<file path="src/rtl/irq_nest_pkg.sv">
package irq_nest_pkg;

    typedef logic [1:0] lvl_t;

    localparam lvl_t LVL_TOP = 2'd3;
    localparam int   N_FIXED = 3;

    // one decoded source: active (enabled and requesting), level, low-priority software kind
    typedef struct packed {
        logic act;
        lvl_t lvl;
        logic low;
    } src_t;

    function automatic src_t mk_periph(input logic [1:0] cfg, input logic req);
        src_t s;
        s.act = req && (cfg != 2'd0);
        s.lvl = (cfg == 2'd0) ? 2'd0 : lvl_t'(cfg - 2'd1);
        s.low = 1'b0;
        return s;
    endfunction

    function automatic src_t mk_debug(input logic [1:0] cfg, input logic req);
        src_t s;
        s.act = req && (cfg != 2'd0);
        s.lvl = cfg;
        s.low = 1'b0;
        return s;
    endfunction

    function automatic src_t mk_fixed(input lvl_t lvl, input logic req, input logic low);
        src_t s;
        s.act = req;
        s.lvl = lvl;
        s.low = low;
        return s;
    endfunction

    function automatic logic is_eligible(input src_t s, input lvl_t cur);
        return s.act && (s.lvl >= cur);
    endfunction

    // arbitration rank: the low-priority software source sits below every level
    function automatic logic [2:0] rank_of(input src_t s);
        return s.low ? 3'd0 : ({1'b0, s.lvl} + 3'd1);
    endfunction

    function automatic lvl_t raised(input lvl_t l);
        return (l == LVL_TOP) ? LVL_TOP : lvl_t'(l + 2'd1);
    endfunction

endpackage

</file>
<file path="src/rtl/irq_src_map.sv">
module irq_src_map
    import irq_nest_pkg::*;
#(
    parameter int   N_DBG     = 2,
    parameter int   N_PERIPH  = 8,
    parameter lvl_t SWI_LEVEL = 2'd1
) (
    input  logic                                   nmi_req,
    input  logic                                   sw_req,
    input  logic                                   sw_low_req,
    input  logic [2*N_DBG-1:0]                     dbg_cfg,
    input  logic [N_DBG-1:0]                       dbg_req,
    input  logic [2*N_PERIPH-1:0]                  per_cfg,
    input  logic [N_PERIPH-1:0]                    per_req,
    output src_t [N_FIXED+N_DBG+N_PERIPH-1:0]      srcs
);

    localparam int DBG_BASE = N_FIXED;
    localparam int PER_BASE = N_FIXED + N_DBG;

    assign srcs[0] = mk_fixed(LVL_TOP,   nmi_req,    1'b0);
    assign srcs[1] = mk_fixed(SWI_LEVEL, sw_req,     1'b0);
    assign srcs[2] = mk_fixed(2'd0,      sw_low_req, 1'b1);

    for (genvar k = 0; k < N_DBG; k++) begin : g_dbg
        assign srcs[DBG_BASE+k] = mk_debug(dbg_cfg[2*k +: 2], dbg_req[k]);
    end

    for (genvar j = 0; j < N_PERIPH; j++) begin : g_per
        assign srcs[PER_BASE+j] = mk_periph(per_cfg[2*j +: 2], per_req[j]);
    end

endmodule

</file>
<file path="src/rtl/irq_pick.sv">
module irq_pick
    import irq_nest_pkg::*;
#(
    parameter int N_SRC = 13,
    parameter int VW    = $clog2(N_SRC)
) (
    input  logic               clk,
    input  logic               rst,
    input  src_t [N_SRC-1:0]   srcs,
    input  lvl_t               cur,
    output logic               found,
    output logic [VW-1:0]      idx,
    output src_t               win
);

    logic [2:0] best_rank;

    always_comb begin
        found     = 1'b0;
        idx       = '0;
        win       = '0;
        best_rank = 3'd0;
        for (int i = 0; i < N_SRC; i++) begin
            if (is_eligible(srcs[i], cur) && (!found || rank_of(srcs[i]) > best_rank)) begin
                found     = 1'b1;
                idx       = VW'(i);
                win       = srcs[i];
                best_rank = rank_of(srcs[i]);
            end
        end
    end


    win_enabled_chk: assert property (@(posedge clk) disable iff (rst)
        found |-> (win.act && win.lvl >= cur));


    low_only_at_zero_chk: assert property (@(posedge clk) disable iff (rst)
        (found && win.low) |-> (cur == 2'd0));

endmodule

</file>
<file path="src/rtl/lvl_stack.sv">
module lvl_stack
    import irq_nest_pkg::*;
#(
    parameter int DEPTH = 4,
    parameter int CW    = $clog2(DEPTH + 1),
    parameter int PW    = (DEPTH > 1) ? $clog2(DEPTH) : 1
) (
    input  logic  clk,
    input  logic  rst,
    input  logic  push,
    input  logic  pop,
    input  lvl_t  push_val,
    output lvl_t  top_val,
    output logic  full,
    output logic  empty
);

    localparam logic [CW-1:0] ONE  = CW'(1);
    localparam logic [CW-1:0] LIM  = CW'(DEPTH);

    lvl_t          mem [DEPTH];
    logic [CW-1:0] cnt;

    assign full    = (cnt == LIM);
    assign empty   = (cnt == '0);
    assign top_val = empty ? 2'd0 : mem[PW'(cnt - ONE)];

    always_ff @(posedge clk) begin
        if (rst) begin
            cnt <= '0;
            for (int i = 0; i < DEPTH; i++) mem[i] <= 2'd0;
        end else if (push && !full) begin
            mem[PW'(cnt)] <= push_val;
            cnt           <= cnt + ONE;
        end else if (pop && !empty) begin
            cnt <= cnt - ONE;
        end
    end


    no_push_when_full_chk: assert property (@(posedge clk) disable iff (rst)
        !(push && full));


    pop_shrinks_chk: assert property (@(posedge clk) disable iff (rst)
        (pop && !push && !empty) |=> ((cnt + ONE) == $past(cnt)));

endmodule

</file>
<file path="src/rtl/irq_nest_ctrl.sv">
module irq_nest_ctrl
    import irq_nest_pkg::*;
#(
    parameter int   N_DBG       = 2,
    parameter int   N_PERIPH    = 8,
    parameter int   STACK_DEPTH = 4,
    parameter lvl_t SWI_LEVEL   = 2'd1,
    parameter int   N_SRC       = N_FIXED + N_DBG + N_PERIPH,
    parameter int   VW          = $clog2(N_SRC)
) (
    input  logic                   clk,
    input  logic                   rst,
    input  logic                   nmi_req,
    input  logic                   sw_req,
    input  logic                   sw_low_req,
    input  logic [2*N_DBG-1:0]     dbg_cfg,
    input  logic [N_DBG-1:0]       dbg_req,
    input  logic [2*N_PERIPH-1:0]  per_cfg,
    input  logic [N_PERIPH-1:0]    per_req,
    input  logic                   hdl_ret,
    input  logic                   lvl_wr,
    input  logic [1:0]             lvl_wr_val,
    output logic                   acc_valid,
    output logic [VW-1:0]          acc_vec,
    output logic [1:0]             cur_lvl,
    output logic                   nest_err
);

    localparam logic [VW-1:0] VEC_LOW = VW'(2);

    src_t [N_SRC-1:0] srcs;
    logic             found;
    logic [VW-1:0]    win_idx;
    src_t             win;

    lvl_t  cur_q, nxt_lvl, top_val;
    logic  acc_q, err_q;
    logic [VW-1:0] vec_q;
    logic  stk_full, stk_empty;
    logic  ret_go, try_acc, take, overflow;

    irq_src_map #(
        .N_DBG(N_DBG), .N_PERIPH(N_PERIPH), .SWI_LEVEL(SWI_LEVEL)
    ) u_map (
        .nmi_req(nmi_req), .sw_req(sw_req), .sw_low_req(sw_low_req),
        .dbg_cfg(dbg_cfg), .dbg_req(dbg_req),
        .per_cfg(per_cfg), .per_req(per_req),
        .srcs(srcs)
    );

    irq_pick #(.N_SRC(N_SRC), .VW(VW)) u_pick (
        .clk(clk), .rst(rst), .srcs(srcs), .cur(cur_q),
        .found(found), .idx(win_idx), .win(win)
    );

    lvl_stack #(.DEPTH(STACK_DEPTH)) u_stack (
        .clk(clk), .rst(rst),
        .push(take), .pop(ret_go), .push_val(cur_q),
        .top_val(top_val), .full(stk_full), .empty(stk_empty)
    );

    always_comb begin
        ret_go   = hdl_ret && !stk_empty;
        try_acc  = found && !hdl_ret && !lvl_wr;
        take     = try_acc && !stk_full && !err_q;
        overflow = try_acc && stk_full;
        nxt_lvl  = cur_q;
        if (ret_go)
            nxt_lvl = top_val;
        else if (lvl_wr)
            nxt_lvl = lvl_wr_val;
        else if (take && !win.low)
            nxt_lvl = raised(win.lvl);
    end

    always_ff @(posedge clk) begin
        if (rst) begin
            cur_q <= LVL_TOP;
            acc_q <= 1'b0;
            vec_q <= '0;
            err_q <= 1'b0;
        end else begin
            cur_q <= nxt_lvl;
            acc_q <= take;
            if (take) vec_q <= win_idx;
            if (overflow) err_q <= 1'b1;
        end
    end

    assign acc_valid = acc_q;
    assign acc_vec   = vec_q;
    assign cur_lvl   = cur_q;
    assign nest_err  = err_q;


    reset_state_chk: assert property (@(posedge clk)
        rst |=> (cur_q == LVL_TOP && !acc_q && !err_q));


    err_sticky_chk: assert property (@(posedge clk) disable iff (rst)
        err_q |=> err_q);


    err_blocks_chk: assert property (@(posedge clk) disable iff (rst)
        err_q |=> !acc_q);


    ret_blocks_chk: assert property (@(posedge clk) disable iff (rst)
        hdl_ret |=> !acc_q);


    wr_blocks_chk: assert property (@(posedge clk) disable iff (rst)
        lvl_wr |=> !acc_q);


    low_keeps_lvl_chk: assert property (@(posedge clk) disable iff (rst)
        (take && win.low) |=> (acc_q && vec_q == VEC_LOW && cur_q == $past(cur_q)));


    acc_never_lowers_chk: assert property (@(posedge clk) disable iff (rst)
        take |=> (cur_q >= $past(cur_q)));

endmodule

</file>
<file path="config.mk">
export PLATFORM = sky130hd
export DESIGN_NAME = irq_nest_ctrl
export DESIGN_NICKNAME = d
export VERILOG_FILES = /design/src/rtl/irq_nest_pkg.sv /design/src/rtl/irq_src_map.sv /design/src/rtl/irq_pick.sv /design/src/rtl/lvl_stack.sv /design/src/rtl/irq_nest_ctrl.sv
export SDC_FILE = /design/constraint.sdc
export NUM_CORES = 1
export LEC_CHECK = 0
export ABC_CLOCK_PERIOD_IN_PS = 45700
export CORE_UTILIZATION = 52
export DETAILED_ROUTE_END_ITERATION = 7
export GPL_ROUTABILITY_DRIVEN = 1
export PLACE_DENSITY = 0.81
export SETUP_SLACK_MARGIN = 0.4
export SYNTH_ARGS = -nofsm -noshare
export SYNTH_HDL_FRONTEND = slang
export SYNTH_SLANG_ARGS = --single-unit
</file>
<file path="constraint.sdc">
create_clock -name clk -period 45.7 [get_ports clk]
set_input_delay 11.425 -clock clk [delete_from_list [all_inputs] [get_ports clk]]
set_output_delay 11.425 -clock clk [all_outputs]
set_load 0.1 [all_outputs]
</file>
==> results of run 1 <==
==> area by class of cell <==
type / instances / area, um^2
clock buffers: 4 / 45.0
fillers: 532 / 2140
inverters: 39 / 146
multi-input cells: 345 / 2670
flip-flops and latches: 19 / 460
well taps: 75 / 93.8
repair buffers: 48 / 475
==> worst max-delay path: cells and delay by family <==
kind / cells / cell delay (ps)
adder cells (fa/ha/maj): 11 / 3060
AND/OR/NAND/NOR: 13 / 2790
buffers and inverters: 6 / 900
multiplexers: 2 / 710
AO/OA/AOI/OAI: 38 / 7810
==> through the flow <==
step | setup WS [ps] | area (um^2) | instances | hold WS, ps
2_1_floorplan | 21160 | 3290 | 408 | 517
3_3_place_gp | 19550 | 3840 | 526 | 462
3_5_place_dp | 19100 | 3840 | 526 | 469
4_1_cts | 19340 | 3890 | 530 | 478
5_1_grt | 17940 | 3890 | 530 | 505
6_report | 19160 | 3890 | 530 | 471
==> routing by layer <==
metal  routed length (um)  up-vias  global-route usage
met5                    0        -                   0
met4                  122        0              0.0439
met3                  391       15              0.0244
met2                 3830       75               0.453
met1                 3700     1514               0.333
li1                     -     1628                   -
==> path summary, 6_finish.rpt <==
kind	to	slack (ps)
worst min register to register	acc_vec[1]$_SDFFE_PP0P_	470
worst min-delay path	acc_vec[1]$_SDFFE_PP0P_	470
worst max-delay path	cur_lvl[1]$_SDFFE_PP1P_	19160
worst max register to register	cur_lvl[1]$_SDFFE_PP1P_	30050
==> synthesized netlist by cell type (all sizes together) (3+ instances only) <==
| cell type | n |
|---|---|
| nand3 | 11 |
| edfxtp | 8 |
| a21o | 11 |
| a311oi | 3 |
| nor2 | 32 |
| nor2b | 11 |
| nand2 | 23 |
| inv | 39 |
| a21oi | 22 |
| a31oi | 7 |
| or2 | 5 |
| nand2b | 21 |
| o21ai | 28 |
| clkbuf | 4 |
| a211oi | 9 |
| mux2i | 8 |
| and2 | 11 |
| o31ai | 6 |
| dfxtp | 11 |
| o21bai | 4 |
| a32oi | 3 |
| o22ai | 3 |
| o211ai | 5 |
| ha | 64 |
| nor3 | 6 |
| o21a | 11 |
| nand3b | 4 |
==> sequential cells by signal, summed over array words and instances (netlist names) <==
name         flops
u_stack.mem      8
nest_err         1
u_stack.cnt      3
acc_valid        1
cur_lvl          2
acc_vec          4
==> power breakdown <==
group / total [mW] / leakage [nW] / internal (mW) / switching, mW
Clock: 0.0116 / 0.0228 / 0.00620 / 0.00541
Combinational: 0.175 / 1.59 / 0.0716 / 0.103
Sequential: 0.0252 / 0.173 / 0.0217 / 0.00344
==> logic make-up (layout without fill, tap and decap cells) <==
logic type,Yosys count,count (layout),share of synthesized area
AO/OA/AOI/OAI,134,134,0.303
XOR/XNOR,2,2,0.00532
adder cells (fa/ha/maj),64,64,0.243
buffers and inverters,44,91,0.0513
flip-flops,19,19,0.140
multiplexers,10,10,0.0403
AND/OR/NAND/NOR,135,135,0.218
==> impl_results.md, run 1 <==
* Worst Setup Path Type: in -> reg
* Pre-Repair DR Iteration Count at 4
* # setup viols final at 0
* Via-to-Cell Ratio at 6.10
* Synth Area per Inst at 8.07 um^2
* Number of max-cap violations at 0
* Cell area after synthesis at 3290 um^2
* Ant. Diodes at 0
* Post-CTS sizing at 0
* Power density over the cells at ~55 nW/um^2
* Worst Skew at 4.30 ps
* Synth Instances at about 410
* First-iteration detailed-routing DRC count at about 150
* Hold path depth at 2
* Leakage power at 1.79 nW
* Design Power at between 0.2 and 0.25 mW
* Final hold vios at 0
* Max VDD drop at 35.6 uV
* RePlAce Congestion at about 0.89
* Syn Nets at 511
* Number of global-route vias before repair at 3,108
* Worst Hold Class: reg -> reg
* Area contributors post-synth: ha_1 24%, edfxtp_1 7.3%, dfxtp_1 6.7%, inv_1 4.4%, nand2b_1 4.0%
* Die Height at 81.6 um
* Num CTS Buffers at 3
* CTS tree: built
* CP max stage delay at slightly above 500 ps
* Synthesized flop and latch total at 19
* CP max stage cell: o21ai_1
* Reg2reg path depth at 69
* Core Rows at 28
* Initial Utilization at 0.547
* Outcome: finished clean
* Area Overhead vs Synth at 18.0%
* Die area at 6660 um^2
* Post-DRT Antenna Nets at 0
* Setup Buffers After CTS at 0
* PortBufs at between 40 and 50
* Seq/Total Area, Yosys at 0.140
* CP Launch Type: input pin
* Proportion of layout cells with a drive suffix above 1 at 0.0791
* I/O pin count at 47
* Routed via count at 3,232
* Fin util at 0.645
* Later-pin clock latency in the skew report at between 200 and 300 ps
* Post-synth top area share at 0.243
* Commonest non-fill, non-tap cell in the layout: ha_1
* DR DRC count at 0
* Largest area contributor in the netlist: ha_1
* Critical path origin: dbg_cfg[1]
* Post-synthesis async set-or-reset flop share at 0
* Initial antenna violation count at 0
* First-pass GRT wire length at between 10,000 and 15,000 um
* Worst Path Required at 45,880 ps
* Worst Tran Pin Value at 976 ps
* Count of unique library cells instantiated by Yosys at 69
* Number of flops mapped to enable cells by yosys at 8
* Hold buffers post-CTS at 0
* RSZ-0062 raised after global routing: no
* Largest net degree at the start of global routing at 16
* Fin crit period at around 27,000 ps
* Worst-path fanout max at 10
* CP endpoint kind: flop
* Root buf cell: clkbuf_8
* Fmax at roughly 38 MHz
* Clock transition at path regs at roughly 70 ps
* Gr ovfl total at 0
* Most used flip-flop cell after synthesis: dfxtp_1
* Worst path arrival time at ~27,000 ps
* HPWL Detailed at ~6600 um
* Ys Warns at 0
* CP dominant cell by count: ha_1
* Tot GR Track Use at 0.254
* Clock buffer depth at 2
* Wirelength per Cell at between 15 and 20 um
* Slew margin rel. at 0.347
* Chip width at 81.6 um
* Nets at about 560
* Core area at between 6000 and 7000 um^2
* Setup_tns at 0 ps
* # clock sinks at 19
* Number of H-tree levels at 1
* Hold path start: acc_vec[1]$_SDFFE_PP0P_
* DRT Wirelength at 8050 um
* Commonest cells after routing, fill and taps aside: 64 x ha_1, 46 x clkdlybuf4s50_1, 39 x inv_1, 31 x nor2_1, 23 x nand2_1
* Reg2reg start: cur_lvl[1]$_SDFFE_PP1P_
* Max Transition Viols Final at 0
* Final worst path period share at 0.581
(Power assumes the default switching activity.)
==> run 2, diff against run 1 <==
--- a/config.mk
+++ b/config.mk
@@ -5,11 +5,11 @@
 export SDC_FILE = /design/constraint.sdc
 export NUM_CORES = 1
 export LEC_CHECK = 0
-export ABC_CLOCK_PERIOD_IN_PS = 45700
-export CORE_UTILIZATION = 52
+export ABC_CLOCK_PERIOD_IN_PS = 22000
+export CORE_UTILIZATION = 51
 export DETAILED_ROUTE_END_ITERATION = 7
 export GPL_ROUTABILITY_DRIVEN = 1
-export PLACE_DENSITY = 0.81
+export PLACE_DENSITY = 0.82
 export SETUP_SLACK_MARGIN = 0.4
 export SYNTH_ARGS = -nofsm -noshare
 export SYNTH_HDL_FRONTEND = slang
==> constraint.sdc (replaced) <==
create_clock -name clk -period 22 [get_ports clk]
set_input_delay 5.5 -clock clk [delete_from_list [all_inputs] [get_ports clk]]
set_output_delay 5.5 -clock clk [all_outputs]
set_load 0.1 [all_outputs]
==> impl_results.md, run 2 (same netlist as run 1, synthesis figures left out) <==
* Outcome: finished clean (unchanged)
* Final worst path period share at 0.940
* Worst Hold Class: reg -> reg (unchanged)
* Leakage power at 1.79 nW (about the same)
* Wirelength per Cell at 16.2 um (was 15.2 um)
* Setup Buffers After CTS at 0 (unchanged)
* Gr ovfl total at 0 (unchanged)
* Power density over the cells at 116 nW/um^2 (was 54.5 nW/um^2)
* Post-DRT Antenna Nets at 0 (unchanged)
* Fmax at between 40 and 50 MHz
* Worst Setup Path Type: in -> reg (unchanged)
* Die Height at 82.4 um (was 81.6 um)
* Critical path origin: dbg_cfg[0] (was dbg_cfg[1])
* Max VDD drop at 63.9 uV (was 35.6 uV)
* Worst R2R Setup Slack at 6240 ps (was 30,050 ps)
* First-pass GRT wire length at 13,900 um (was 13,500 um)
* Fin util at 0.646 (was 0.645)
* Worst-path fanout max at 10 (unchanged)
* Number of max-cap violations at 0 (unchanged)
* # setup viols final at 0 (unchanged)
* Core area at 6060 um^2 (was 6030 um^2)
* I/O pin count at 47 (unchanged)
* Fin crit period at approximately 21,000 ps
* Setup_tns at 0 ps (unchanged)
* Worst hold slack at 480 ps (was 471 ps)
* Nets at 559 (unchanged)
* Largest net degree at the start of global routing at 16 (unchanged)
* Max Transition Viols Final at 0 (unchanged)
* Non-filler cells, final at 530 (unchanged)
* Most flop-heavy register: u_stack.mem (unchanged)
* Tot GR Track Use at 0.262 (was 0.254)
* CP Launch Type: input pin (unchanged)
* Final hold vios at 0 (unchanged)
* Number of global-route vias before repair at 3,266 (was 3,108)
* # clock sinks at 19 (unchanged)
* HPWL Detailed at 6980 um (was 6650 um)
* Critical Path Sink: cur_lvl[1]$_SDFFE_PP1P_ (unchanged)
* Worst Skew at 6.13 ps (was 4.30 ps)
* First-iteration detailed-routing DRC count at 193 (was 146)
* Slew margin rel. at 0.348 (was 0.347)
* CP max stage delay at 510 ps (about the same)
* CP dominant cell by count: ha_1 (unchanged)
* Reg2reg path depth at 71 (was 69)
* Number of H-tree levels at 1 (unchanged)
* Core Rows at 28 (unchanged)
* R2R Path End: cur_lvl[1]$_SDFFE_PP1P_ (unchanged)
* RSZ-0062 raised after global routing: no (unchanged)
* Ant. Diodes at 0 (unchanged)
* Worst Tran Pin Value at 975 ps (was 976 ps)
* Chip width at 82.4 um (was 81.6 um)
* PortBufs at 46 (unchanged)
* Initial antenna violation count at 0 (unchanged)
* Placed Cells at 526 (unchanged)
* Clock buffer depth at 2 (unchanged)
* Num CTS Buffers at 3 (unchanged)
* Worst path arrival time at 20,820 ps (was 26,720 ps)
* Pre-Repair DR Iteration Count at 5 (was 4)
* CTS tree: built (unchanged)
* Design Power at 0.454 mW (was 0.212 mW)
* Number of flip-flops in the largest register at 8 (unchanged)
* DRT Wirelength at 8570 um (was 8050 um)
* Commonest non-fill, non-tap cell in the layout: ha_1 (unchanged)
* DR DRC count at 0 (unchanged)
* Root buf cell: clkbuf_8 (unchanged)
* CP max stage cell: clkdlybuf4s50_1 (was o21ai_1)
* Reg2reg start: cur_lvl[1]$_SDFFE_PP1P_ (unchanged)
* Routed via count at 3,317 (was 3,232)
* Worst Path Required at 22,140 ps (was 45,880 ps)
* Later-pin clock latency in the skew report at 260 ps (about the same)
* Via-to-Cell Ratio at 6.26 (was 6.10)
* Clock transition at path regs at 70 ps (about the same)
* Area Overhead vs Synth at 18.9% (was 18.0%)
* Commonest cells after routing, fill and taps aside: 64 x ha_1, 46 x clkdlybuf4s50_1, 39 x inv_1, 31 x nor2_1, 23 x nand2_1 (unchanged)
* Die area at 6780 um^2 (was 6660 um^2)
* CP endpoint kind: flop (unchanged)
* Initial Utilization at 0.544 (was 0.547)
* RePlAce Congestion at 0.913 (was 0.887)
* Proportion of layout cells with a drive suffix above 1 at 0.0901 (was 0.0791)
run 2: cell count changes in the layout (fill, tap and decap cells not counted), sizes merged:
cell / delta
clkbuf: -1
clkinv: +1
run 2: routing by layer:
layer  vias to the layer above  share of wire  global-route usage
met2                       126           0.49               0.479
li1                       1618              -                   -
met1                      1553           0.43               0.317
met3                        20          0.061              0.0330
met4                         0          0.019              0.0789
met5                         -              0                   0
run 2: worst min-delay path by stage:
stage                                           start                      end  slack, ps  cells after the start
after CTS                     acc_vec[1]$_SDFFE_PP0P_  acc_vec[1]$_SDFFE_PP0P_        490                      2
after floorplan           u_stack.cnt[2]$_SDFFE_PP0P_    nest_err$_SDFFE_PP0P_        520                      2
after global routing          acc_vec[0]$_SDFFE_PP0P_  acc_vec[0]$_SDFFE_PP0P_        510                      2
after global placement        acc_vec[1]$_SDFFE_PP0P_  acc_vec[1]$_SDFFE_PP0P_        470                      2
after detailed placement      acc_vec[1]$_SDFFE_PP0P_  acc_vec[1]$_SDFFE_PP0P_        480                      2
final                         acc_vec[1]$_SDFFE_PP0P_  acc_vec[1]$_SDFFE_PP0P_        480                      2
run 2: where the power goes:
part	switching, mW	leakage [nW]	internal, mW
sequential	0.00848	0.173	0.0452
clock	0.0118	0.0255	0.0126
combinational	0.225	1.59	0.151
total	0.245	1.79	0.209
run 2: repair_timing:
action                     CTS  global route
gates resized for setup      0             6
hold buffers                 0             0
setup endpoints to repair    0             2
run 2: layout make-up:
type,instances,area (um^2)
Multi-Input combinational cell,345,2690
Fill cell,530,2140
Timing Repair Buffer,48,475
Sequential cell,19,460
Inverter,39,146
Tap cell,75,93.8
Clock buffer,3,41.3
Clock inverter,1,5.00
run 2: stage by stage:
step                      worst slack, ps  cell area [um^2]
final                                1310              3920
after global placement               1720              3840
after CTS                            1350              3890
after global routing                  413              3920
after detailed placement             1130              3840
after floorplan                      3380              3290
run 2: critical path, delay by kind of cell:
| kind | cells | cell delay (ps) |
|---|---|---|
| buf+inv | 9 | 1130 |
| fa+ha+maj | 11 | 2960 |
| compound gates | 37 | 8040 |
| simple gates | 16 | 2900 |
| mux | 1 | 280 |
==> run 3, diff against run 2 <==
--- a/config.mk
+++ b/config.mk
@@ -6,10 +6,12 @@
 export NUM_CORES = 1
 export LEC_CHECK = 0
 export ABC_CLOCK_PERIOD_IN_PS = 22000
+export CAP_MARGIN = 20
 export CORE_UTILIZATION = 51
 export DETAILED_ROUTE_END_ITERATION = 7
 export GPL_ROUTABILITY_DRIVEN = 1
 export PLACE_DENSITY = 0.82
+export RECOVER_POWER = 25
 export SETUP_SLACK_MARGIN = 0.4
 export SYNTH_ARGS = -nofsm -noshare
 export SYNTH_HDL_FRONTEND = slang
==> impl_results.md, run 3 (same netlist as run 1, synthesis figures left out) <==
* Outcome: finished clean (unchanged)
* Worst hold slack at 477 ps (was 480 ps)
* Final hold vios at 0 (unchanged)
* Fmax at 48.3 MHz (about the same)
* Setup_tns at 0 ps (unchanged)
* Worst path arrival time at 20,820 ps (about the same)
* PortBufs at 46 (unchanged)
* DR DRC count at 0 (unchanged)
* First-pass GRT wire length at 13,900 um (unchanged)
* CP dominant cell by count: ha_1 (unchanged)
* Setup Buffers After CTS at 0 (unchanged)
* Ant. Diodes at 0 (unchanged)
* CTS tree: built (unchanged)
* # clock sinks at 19 (unchanged)
* Die Height at 82.4 um (unchanged)
* First-iteration detailed-routing DRC count at 195 (was 193)
* CP max stage delay at 510 ps (about the same)
* Core Rows at 28 (unchanged)
* Switching share of power at 0.541 (was 0.540)
* Max VDD drop at 63.1 uV (was 63.9 uV)
* Number of flip-flops in the largest register at 8 (unchanged)
* Number of global-route vias before repair at 3,266 (unchanged)
* Via-to-Cell Ratio at 6.24 (was 6.26)
* CP Launch Type: input pin (unchanged)
* Proportion of layout cells with a drive suffix above 1 at 0.0901 (unchanged)
* Max Transition Viols Final at 0 (unchanged)
* HPWL Detailed at 6980 um (unchanged)
* Chip width at 82.4 um (unchanged)
* Num CTS Buffers at 3 (unchanged)
* RePlAce Congestion at 0.913 (unchanged)
* Clock buffer depth at 2 (unchanged)
* CP endpoint kind: flop (unchanged)
* Leakage power at 1.81 nW (was 1.79 nW)
* Design Power at 0.453 mW (was 0.454 mW)
* Post-DRT Antenna Nets at 0 (unchanged)
* Slew margin rel. at 0.340 (was 0.348)
* Tot GR Track Use at 0.262 (unchanged)
* Placed Area at 3840 um^2 (unchanged)
* Critical path origin: dbg_cfg[0] (unchanged)
* Sw power at 0.245 mW (about the same)
* Fin crit period at 20,680 ps (was 20,690 ps)
* Worst Path Required at 22,140 ps (about the same)
* Sequential Power Share at 0.118 (about the same)
* DRT Wirelength at 8590 um (was 8570 um)
* Worst Skew at 2.03 ps (was 6.13 ps)
* Clock power share at 0.055 (was 0.054)
* Worst Setup Path Type: in -> reg (unchanged)
* Commonest non-fill, non-tap cell in the layout: ha_1 (unchanged)
* Reg2reg start: cur_lvl[1]$_SDFFE_PP1P_ (unchanged)
* Combinational Power Share at 0.827 (was 0.828)
* Hold path start: acc_vec[1]$_SDFFE_PP0P_ (unchanged)
* Wirelength per Cell at 16.2 um (about the same)
* Area Overhead vs Synth at 18.9% (unchanged)
* Clock transition at path regs at 70 ps (about the same)
* Hold buffers post-CTS at 0 (unchanged)
* Power density over the cells at 116 nW/um^2 (about the same)
* Later-pin clock latency in the skew report at 260 ps (about the same)
* Non-filler cells, final at 530 (unchanged)
* Number of H-tree levels at 1 (unchanged)
* Commonest cells after routing, fill and taps aside: 64 x ha_1, 39 x inv_1, 38 x clkdlybuf4s50_1, 31 x nor2_1, 23 x nand2_1 (was 64 x ha_1, 46 x clkdlybuf4s50_1, 39 x inv_1, 31 x nor2_1, 23 x nand2_1)
* I/O pin count at 47 (unchanged)
* Most flop-heavy register: u_stack.mem (unchanged)
* # setup viols final at 0 (unchanged)
* Initial Utilization at 0.544 (unchanged)
* Root buf cell: clkbuf_8 (unchanged)
* Int Power at 0.208 mW (was 0.209 mW)
* Die area at 6780 um^2 (unchanged)
* Worst Hold Class: reg -> reg (unchanged)
* Gr ovfl total at 0 (unchanged)
* Post-CTS sizing at 0 (unchanged)
* Number of max-cap violations at 0 (unchanged)
* Post-route design area at 3920 um^2 (unchanged)
* Largest net degree at the start of global routing at 16 (unchanged)
* RSZ-0062 raised after global routing: no (unchanged)
* Placed Cells at 526 (unchanged)
* CP max stage cell: clkdlybuf4s50_1 (unchanged)
* Worst Tran Pin Value at 986 ps (was 975 ps)
* Routed via count at 3,309 (was 3,317)
* Final worst path period share at 0.940 (about the same)
* Pre-Repair DR Iteration Count at 6 (was 5)
* Initial antenna violation count at 0 (unchanged)
* Worst-path fanout max at 10 (unchanged)
* Core area at 6060 um^2 (unchanged)
* Nets at 559 (unchanged)
run 3: changes by cell type in the layout (fill, tap and decap cells not counted), sizes merged:
cell | before | now
clkdlybuf4s50 | 46 | 38
dlygate4sd3 | 0 | 8
run 3: area by class of cell:
| cell class | instances | area, um^2 |
|---|---|---|
| clock buffer | 3 | 41.3 |
| clock inverter | 1 | 5.00 |
| fill | 530 | 2140 |
| inverter | 39 | 146 |
| multi-input combinational | 345 | 2690 |
| sequential | 19 | 460 |
| tap | 75 | 93.8 |
| timing repair buffer | 48 | 475 |
run 3: power groups by stage:
stage | Clock (mW) | Combinational [mW] | Sequential [mW]
detailed placement | 0 | 0.364 | 0.0540
global placement | 0 | 0.346 | 0.0537
floorplan | 0 | 0.252 | 0.0823
finish | 0.0248 | 0.375 | 0.0535
CTS | 0.0248 | 0.366 | 0.0532
global route | 0.0261 | 0.411 | 0.0540
run 3: path summary, 6_finish.rpt:
kind	slack [ps]	cells past startpoint	to
setup / recovery	1320	74	cur_lvl[1]$_SDFFE_PP1P_
hold / removal	480	2	acc_vec[1]$_SDFFE_PP0P_
hold reg to reg	480	2	acc_vec[1]$_SDFFE_PP0P_
setup reg to reg	6260	71	cur_lvl[1]$_SDFFE_PP1P_
run 3: critical path, delay by kind of cell:
family / cells / cell delay, ps
buf+inv: 9 / 1140
mux: 1 / 280
simple gates: 16 / 2910
fa+ha+maj: 11 / 2970
compound gates: 37 / 8040
run 3: layer usage:
| layer | global-route usage | vias up | wire (um) |
|---|---|---|---|
| met4 | 0.0789 | 0 | 162 |
| met2 | 0.479 | 121 | 4210 |
| met3 | 0.0330 | 20 | 524 |
| met5 | 0 | - | 0 |
| li1 | - | 1618 | - |
| met1 | 0.317 | 1550 | 3700 |
run 3: through the flow:
step / util / setup slack (ps)
detailed placement: 0.634 / 1130
floorplan: - / 3380
global placement: 0.634 / 1720
global route: 0.646 / 413
finish: 0.646 / 1320
CTS: 0.641 / 1350
